File: src/rtl/rfc_pkg.sv
package rfc_pkg;
  localparam int KEY_W = 6;
  localparam logic [KEY_W-1:0] WR_KEY = 6'b101001;
endpackage

File: src/rtl/rfc_rst_sync.sv
module rfc_rst_sync #(
  parameter int STAGES = 2
) (
  input  logic clk,
  input  logic arst_n,
  output logic rst_n
);
  logic [STAGES-1:0] sh_q;

  always_ff @(posedge clk or negedge arst_n) begin
    if (!arst_n) sh_q <= '0;
    else         sh_q <= {sh_q[STAGES-2:0], 1'b1};
  end

  assign rst_n = sh_q[STAGES-1];
endmodule

File: src/rtl/rfc_limit_sel.sv
module rfc_limit_sel #(
  parameter int CNT_W    = 10,
  parameter int SEL_W    = 2,
  parameter int LIM_STEP = 2
) (
  input  logic [SEL_W-1:0] sel,
  output logic [CNT_W:0]   limit
);
  localparam int LIM_NUM = 1 << SEL_W;

  logic [CNT_W:0] tbl [LIM_NUM];

  for (genvar i = 0; i < LIM_NUM; i++) begin : g_lim
    localparam int LV = (i + 1) * LIM_STEP;
    assign tbl[i] = LV[CNT_W:0];
  end

  assign limit = tbl[sel];
endmodule

File: src/rtl/rfc_key_guard.sv
module rfc_key_guard
  import rfc_pkg::*;
#(
  parameter int REG_W = 16,
  parameter int CNT_W = 10
) (
  input  logic             wr_en,
  input  logic             wr_word,
  input  logic [REG_W-1:0] wr_data,
  output logic             load,
  output logic [CNT_W-1:0] load_val
);
  logic [KEY_W-1:0] key_field;

  assign key_field = wr_data[REG_W-1 -: KEY_W];
  assign load      = wr_en && wr_word && (key_field == WR_KEY);
  assign load_val  = wr_data[CNT_W-1:0];
endmodule

File: src/rtl/rfc_count_core.sv
module rfc_count_core #(
  parameter int CNT_W = 10
) (
  input  logic             clk,
  input  logic             rst_n,
  input  logic             hold,
  input  logic             load,
  input  logic [CNT_W-1:0] load_val,
  input  logic             match,
  input  logic [CNT_W:0]   limit,
  output logic [CNT_W-1:0] cnt_q,
  output logic             wrap_evt
);
  logic [CNT_W-1:0] cnt_d;
  logic [CNT_W:0]   inc;
  logic             cnt_en;

  always_comb begin
    cnt_d    = cnt_q;
    wrap_evt = 1'b0;
    inc      = {1'b0, cnt_q} + 1'b1;
    if (!hold) begin
      if (load) begin
        cnt_d = load_val;
      end else if (match) begin
        if (inc > limit) begin
          cnt_d    = '0;
          wrap_evt = 1'b1;
        end else begin
          cnt_d = inc[CNT_W-1:0];
        end
      end
    end
  end

  assign cnt_en = !hold && (load || match);

  always_ff @(posedge clk or negedge rst_n) begin
    if (!rst_n)      cnt_q <= '0;
    else if (cnt_en) cnt_q <= cnt_d;
  end
endmodule

File: src/rtl/rfc_ovf_flag.sv
module rfc_ovf_flag (
  input  logic clk,
  input  logic rst_n,
  input  logic hold,
  input  logic set,
  input  logic clr,
  output logic ovf_q
);
  logic ovf_d;
  logic ovf_en;

  always_comb begin
    if (hold)     ovf_d = 1'b0;
    else if (set) ovf_d = 1'b1;
    else          ovf_d = 1'b0;
  end

  assign ovf_en = hold || set || clr;

  always_ff @(posedge clk or negedge rst_n) begin
    if (!rst_n)      ovf_q <= 1'b0;
    else if (ovf_en) ovf_q <= ovf_d;
  end
endmodule

File: src/rtl/refresh_evt_counter.sv
module refresh_evt_counter #(
  parameter int CNT_W     = 10,
  parameter int REG_W     = 16,
  parameter int LIM_SEL_W = 2,
  parameter int LIM_STEP  = 2,
  parameter int SYNC_STG  = 2
) (
  input  logic                 clk,
  input  logic                 por_n,
  input  logic                 man_rst_n,
  input  logic                 match_pulse,
  input  logic [LIM_SEL_W-1:0] lim_sel,
  input  logic                 wr_en,
  input  logic                 wr_word,
  input  logic [REG_W-1:0]     wr_data,
  input  logic                 ovf_clr,
  output logic [REG_W-1:0]     rd_data,
  output logic                 ovf_flag
);
  localparam int PAD_W = REG_W - CNT_W;

  logic             rst_n_s;
  logic             hold;
  logic             load;
  logic [CNT_W-1:0] load_val;
  logic [CNT_W:0]   limit;
  logic [CNT_W-1:0] cnt_q;
  logic             wrap_evt;

  assign hold = !man_rst_n;

  rfc_rst_sync #(.STAGES(SYNC_STG)) u_rst (
    .clk(clk), .arst_n(por_n), .rst_n(rst_n_s)
  );

  rfc_limit_sel #(.CNT_W(CNT_W), .SEL_W(LIM_SEL_W), .LIM_STEP(LIM_STEP)) u_lim (
    .sel(lim_sel), .limit(limit)
  );

  rfc_key_guard #(.REG_W(REG_W), .CNT_W(CNT_W)) u_key (
    .wr_en(wr_en), .wr_word(wr_word), .wr_data(wr_data),
    .load(load), .load_val(load_val)
  );

  rfc_count_core #(.CNT_W(CNT_W)) u_cnt (
    .clk(clk), .rst_n(rst_n_s), .hold(hold), .load(load),
    .load_val(load_val), .match(match_pulse), .limit(limit),
    .cnt_q(cnt_q), .wrap_evt(wrap_evt)
  );

  rfc_ovf_flag u_ovf (
    .clk(clk), .rst_n(rst_n_s), .hold(hold), .set(wrap_evt),
    .clr(ovf_clr), .ovf_q(ovf_flag)
  );

  assign rd_data = {{PAD_W{1'b0}}, cnt_q};
endmodule

File: config.mk
export PLATFORM = sky130hd
export DESIGN_NAME = refresh_evt_counter
export DESIGN_NICKNAME = d
export VERILOG_FILES = /design/src/rtl/rfc_pkg.sv /design/src/rtl/rfc_rst_sync.sv /design/src/rtl/rfc_limit_sel.sv /design/src/rtl/rfc_key_guard.sv /design/src/rtl/rfc_count_core.sv /design/src/rtl/rfc_ovf_flag.sv /design/src/rtl/refresh_evt_counter.sv
export SDC_FILE = /design/constraint.sdc
export NUM_CORES = 1
export LEC_CHECK = 0
export ABC_AREA = 0
export BUFFER_PORTS_ARGS = -buffer_cell sky130_fd_sc_hd__buf_4
export CORE_UTILIZATION = 44
export CTS_CLUSTER_DIAMETER = 60
export CTS_CLUSTER_SIZE = 25
export DETAILED_ROUTE_END_ITERATION = 8
export PLACE_DENSITY = 0.74
export SETUP_SLACK_MARGIN = 0.1
export SLEW_MARGIN = 40
export SYNTH_ARGS = -nofsm -noshare
export SYNTH_HDL_FRONTEND = slang
export SYNTH_SLANG_ARGS = --single-unit
File: constraint.sdc
create_clock -name clk -period 0.8 [get_ports clk]
set_clock_uncertainty 0.15 [all_clocks]
set_input_delay 0.08 -clock clk [delete_from_list [all_inputs] [get_ports clk]]
set_output_delay 0.08 -clock clk [all_outputs]
set_load 0.02 [all_outputs]
==> results of run 1 <==
## state kept, by name, summed over array words and instances, names as in the netlist
register,cells
u_ovf.ovf_q,1
u_cnt.cnt_q,10
u_rst.sh_q,2
## synthesized netlist by cell type (2+ instances only)
| master | n | share of area [%] |
|---|---|---|
| a21oi_1 | 7 | 4.2 |
| buf_4 | 6 | 5.3 |
| conb_1 | 2 | 0.89 |
| dfrtp_1 | 13 | 39 |
| ha_1 | 7 | 10 |
| inv_1 | 5 | 2.2 |
| nand2_1 | 10 | 4.5 |
| nand3_1 | 8 | 4.7 |
| nand3b_1 | 2 | 1.8 |
| nand4_1 | 2 | 1.5 |
| nor2_1 | 6 | 2.7 |
| nor2b_1 | 2 | 1.5 |
| nor3b_1 | 2 | 1.8 |
| o21a_1 | 3 | 2.7 |
| o21ai_0 | 2 | 1.2 |
## metrics by stage
stage	area [µm²]	power, mW
2_1_floorplan	927	2.11
3_5_place_dp	1310	3.00
4_1_cts	1490	3.61
5_1_grt	1510	3.94
3_3_place_gp	1310	2.90
6_report	1510	3.71
## logic make-up after synthesis
family / after synthesis / synth area share (%)
and+or+nand+nor: 39 / 25.1
AOI/OAI and AO/OA: 18 / 13.6
buffers and inverters: 13 / 9.35
DFF: 13 / 38.6
adders and majority gates: 7 / 10.4
xor gates and xnor gates: 2 / 2.08
other: 2 / 0.891
## area by class of cell
class / instances / area [µm²]
Multi-Input combinational cell: 73 / 562
Tap cell: 25 / 31.3
Sequential cell: 13 / 330
Timing Repair Buffer: 61 / 539
Clock buffer: 4 / 26.3
Fill cell: 106 / 256
Inverter: 5 / 18.8
## report_power, final
group / internal, mW / switching, mW / total, mW
clock: 0.193 / 0.221 / 0.414
combinational: 1.21 / 1.16 / 2.37
sequential: 0.803 / 0.121 / 0.924
total: 2.21 / 1.51 / 3.71
## worst max-delay path by stage
| stage | start | to | slack (ps) |
|---|---|---|---|
| floorplan | u_cnt.cnt_q[0]$_DFFE_PN0P_ | u_cnt.cnt_q[1]$_DFFE_PN0P_ | -1490 |
| global placement | u_cnt.cnt_q[1]$_DFFE_PN0P_ | u_cnt.cnt_q[1]$_DFFE_PN0P_ | -1320 |
| detailed placement | u_cnt.cnt_q[1]$_DFFE_PN0P_ | u_cnt.cnt_q[1]$_DFFE_PN0P_ | -1390 |
| CTS | u_cnt.cnt_q[1]$_DFFE_PN0P_ | u_cnt.cnt_q[1]$_DFFE_PN0P_ | -1410 |
| global route | u_cnt.cnt_q[1]$_DFFE_PN0P_ | u_cnt.cnt_q[1]$_DFFE_PN0P_ | -1480 |
| finish | u_cnt.cnt_q[1]$_DFFE_PN0P_ | u_cnt.cnt_q[1]$_DFFE_PN0P_ | -1400 |
## worst max-delay path: cells and delay by family (launching register included)
kind	cells	cell delay (ps)
AND/OR/NAND/NOR	2	500
adder cells (fa/ha/maj)	2	460
flip-flops	1	430
AO/OA/AOI/OAI	3	430
XOR/XNOR	1	170
## per-layer routing
layer / track usage [%] / up-vias / wire [µm]
met5: 0 / - / 0
met4: 12.9 / 0 / 48
met3: 5.56 / 6 / 134
met2: 48.9 / 45 / 1380
met1: 31.2 / 428 / 1030
li1: - / 439 / -
## what timing repair did
item	4_1_cts	5_1_grt
endpoints found under the hold margin	12	12
pin swaps	8	2
setup buffers	5	1
gates resized for setup	26	5
setup endpoints to repair	22	22
==> flow_metrics.tcl, run 1 <==
set metrics [dict create \
    mappedNetlistArea_um2 843 \
    fin_cells 181 \
    hold_depth 3 \
    cap_violations 0 \
    drt_pass1_iterations 4 \
    gr-total-overflow 0 \
    start_kind "register" \
    clk_pin_slew_worst_paths_ps 80 \
    outcome "complete, but fails checks" \
    cp_data_required_time_ps 850 \
    clockBufferDepth 2 \
    fin_util_pct 85.5 \
    leakage_nw 0.757 \
    drt_iter0_markers 21 \
    crit_chain "ha_4 -> xor2_1 -> ha_1 -> nor2b_1 -> o21a_1 -> o21ai_2 -> or3b_1 -> a21oi_1" \
    slowest_stage "dfrtp_2" \
    yosysSeqAreaShare_pct 38.6 \
    viasPerCell 5.07 \
    layout_setup_ws_ps -1400 \
    core_um2 1760 \
    io_buffers 35 \
    drcViolationCount 0 \
    hp-start "wr_data[4]" \
    clock-root-buffer "clkbuf_4" \
    violations "negative hold slack, negative setup slack" \
    ant_nets 0 \
    clock_latency_ps 270 \
    die_h_um 45.8 \
    hp-class "input pin to register" \
    path_class "register to register" \
    reg2reg_depth 8 \
    synth_cell_type_count 32 \
    postSynth.topFlopCell "dfrtp_1" \
    setup_viol 22 \
    htreeDepth 1 \
    setup-tns-final_ps -11720 \
    crit_fanout 2 \
    antenna_cells 0 \
    cp.arrival_ps 2250 \
    clock-sinks 13 \
    place_congestion 0.835 \
    p_per_area_nw_per_um2 2460 \
    synthCells 94 \
    critPathCaptureType "register" \
    maxSlewViolCount 0 \
    die_w_um 45.8 \
    cts_made_buffers 3 \
    ys_warn_count 0 \
    hold_ws_ps -128 \
    grt_max_degree 12 \
    io_pins 42 \
    place_inst 171 \
    post_drt_wl_per_cell_um 14.3 \
    rows 15 \
    drive_gt1_share_pct 54.5 \
    rsz0062_at_grt "yes" \
    synth-async-reset-ratio_pct 100 \
    dp_hpwl_um 1730 \
    num_vias 918 \
    post-route-period-util_pct 275 \
    grtUsageTotal_pct 27.5 \
    hold_buffers 1 \
    synth-seq-cells 13 \
    min_period_ps 2200 \
    timing.fmax_mhz 454 \
    reg2reg_slack_ps -1400 \
    finalHoldViolations 12 \
    initial_utilization_pct 47.8 \
    cpPeakStageDelay_ps 430 \
    final_nets 189 \
    regToRegEndpoint "u_cnt.cnt_q[1]$_DFFE_PN0P_" \
    avgSynthCellArea_um2 8.97 \
    synth_edf_count 0 \
    grt_pass1_vias 903 \
    hold_end "u_cnt.cnt_q[4]$_DFFE_PN0P_" \
    max-vdd-ir-drop_v 0.00228 \
    antenna_found_initial 0 \
    cts_tree "built" \
    layout_common_cells "39 x buf_4, 21 x buf_6, 9 x dfrtp_1" \
    syn_to_final_growth_pct 78.8 \
    grt_first_pass_wirelength_um 3970 \
    wirelength_um 2590 \
    preCtsSetupSlack_ps -1390 \
    final_common_cell "buf_4" \
    dieArea_um2 2100 \
    reg2reg_from "u_cnt.cnt_q[1]$_DFFE_PN0P_" \
]
No activity file was read; power rests on OpenSTA's default activity.
==> run 2, diff against run 1 <==
==> constraint.sdc (replaced) <==
create_clock -name clk -period 0.8 [get_ports clk]
set_clock_uncertainty 0.15 [all_clocks]
set_input_delay 0.16 -clock clk [delete_from_list [all_inputs] [get_ports clk]]
set_output_delay 0.16 -clock clk [all_outputs]
set_load 0.02 [all_outputs]
==> run 2 against run 1 <==
The run still ends with negative hold slack, negative setup slack left. First-iteration DRC count rose by 29%. Highest routed layer unchanged. Non-clock buffer count up 1. Clock power increased by 11%. Largest cell class unchanged.
==> flow_metrics.tcl, run 2 (synthesis gave the netlist of run 1 again) <==
set metrics [dict create \
    maxSlewViolCount 0 \
    final_common_cell "buf_4" \
    drt_pass1_iterations 4 \
    cts_made_buffers 3 \
    num_vias 929 \
    place_congestion 0.809 \
    rows 15 \
    initial_utilization_pct 47.8 \
    cp.arrival_ps 2350 \
    drcViolationCount 0 \
    clock-sinks 13 \
    cts_tree "built" \
    outcome "complete, but fails checks" \
    grt_pass1_vias 834 \
    clk_pin_slew_worst_paths_ps 90 \
    drt_iter0_markers 27 \
    htreeDepth 1 \
    final_area_um2 1560 \
    antenna_found_initial 0 \
    antenna_cells 0 \
    p_per_area_nw_per_um2 2630 \
    cp_data_required_time_ps 880 \
    grt_max_degree 12 \
    die_h_um 45.8 \
    io_pins 42 \
    post-route-period-util_pct 284 \
    clock-root-buffer "clkbuf_4" \
    cap_violations 0 \
    critPathCaptureType "register" \
    drive_gt1_share_pct 58.2 \
    clockBufferDepth 2 \
    preCtsSetupSlack_ps -1390 \
    max_flop_register "u_cnt.cnt_q" \
    timing.fmax_mhz 441 \
    die_w_um 45.8 \
    final_nets 191 \
    violations "negative hold slack, negative setup slack" \
    crit_fanout 2 \
    wirelength_um 2670 \
    place_area_um2 1330 \
    leakage_nw 0.755 \
    setup_viol 22 \
    core_um2 1760 \
    dp_hpwl_um 1710 \
    io_buffers 35 \
    reg_top3 "u_cnt.cnt_q: 10 flops, u_rst.sh_q: 2 flops, u_ovf.ovf_q: 1 flops" \
    grtUsageTotal_pct 24.9 \
    viasPerCell 5.08 \
    hold_buffers 1 \
    max-vdd-ir-drop_v 0.00271 \
    hp-class "input pin to register" \
    largest_register_ffs 10 \
    post_drt_wl_per_cell_um 14.6 \
    layout_common_cells "36 x buf_4, 24 x buf_6, 10 x nand2_1, 10 x dfrtp_2, 7 x conb_1" \
    min_period_ps 2270 \
    ant_nets 0 \
    grt_first_pass_wirelength_um 3680 \
    hold_ws_ps -61.5 \
    layout_setup_ws_ps -1470 \
    rsz0062_at_grt "yes" \
    finalPower_mw 4.09 \
    dieArea_um2 2100 \
    start_kind "register" \
    path_class "register to register" \
    finalHoldViolations 7 \
    gr-total-overflow 0 \
    syn_to_final_growth_pct 84.4 \
    clock_latency_ps 300 \
]
==> run 2: worst paths after layout <==
| kind | endpoint | slack, ps | start | depth (start not counted) |
|---|---|---|---|---|
| max | u_cnt.cnt_q[1]$_DFFE_PN0P_ | -1470 | u_cnt.cnt_q[1]$_DFFE_PN0P_ | 8 |
| min | u_cnt.cnt_q[6]$_DFFE_PN0P_ | -60 | wr_data[6] | 3 |
| max reg2reg | u_cnt.cnt_q[1]$_DFFE_PN0P_ | -1470 | u_cnt.cnt_q[1]$_DFFE_PN0P_ | 8 |
| min reg2reg | u_cnt.cnt_q[5]$_DFFE_PN0P_ | 10 | u_rst.sh_q[1]$_DFF_PN0_ | 1 |
| max in group asynchronous | u_cnt.cnt_q[7]$_DFFE_PN0P_ | 320 | u_rst.sh_q[1]$_DFF_PN0_ | 1 |
| min in group asynchronous | u_cnt.cnt_q[5]$_DFFE_PN0P_ | 10 | u_rst.sh_q[1]$_DFF_PN0_ | 1 |
==> run 2: power by group <==
| group | total, mW | internal (mW) | switching, mW |
|---|---|---|---|
| sequential | 0.940 | 0.803 | 0.137 |
| combinational | 2.69 | 1.49 | 1.20 |
| clock | 0.460 | 0.194 | 0.265 |
==> run 2: cell type report <==
type / count / area (µm²)
Clock buffer: 4 / 26.3
Fill cell: 95 / 209
Inverter: 5 / 18.8
Multi-Input combinational cell: 74 / 571
Sequential cell: 13 / 338
Tap cell: 25 / 31.3
Timing Repair Buffer: 62 / 571
==> run 2: through the flow <==
step                std cells  util (%)  setup TNS (ps)  hold slack (ps)
finish                    183      88.2          -13510            -61.5
global route              183      88.2          -14480            -48.8
CTS                       177      82.8          -13150            -57.2
detailed placement        171      75.5          -11760             -205
global placement          171      75.5          -11340             -208
floorplan                  99         -           -8330             -286
==> run 2: timing repair <==
item / CTS / global route
pin swaps: 2 / 8
endpoints found under the setup margin: 22 / 22
gates cloned: 1 / 0
buffers inserted: 0 / 9
hold endpoints to repair: 8 / 5
resized for setup: 21 / 15
==> run 2: metal layers <==
layer	vias up	GRT usage (%)	wire length, µm
met5	-	0	0
met4	0	7.06	40
met3	5	3.97	98
met2	40	42.0	1430
met1	439	32.8	1100
li1	445	-	-
==> run 2: worst max-delay path: stages (launching register included) <==
cell	delay, ps
dfrtp_2	440
ha_4	170
xor2_2	150
ha_1	320
nor2b_4	140
o21a_1	190
o21ai_2	130
or3b_4	390
a21oi_2	130
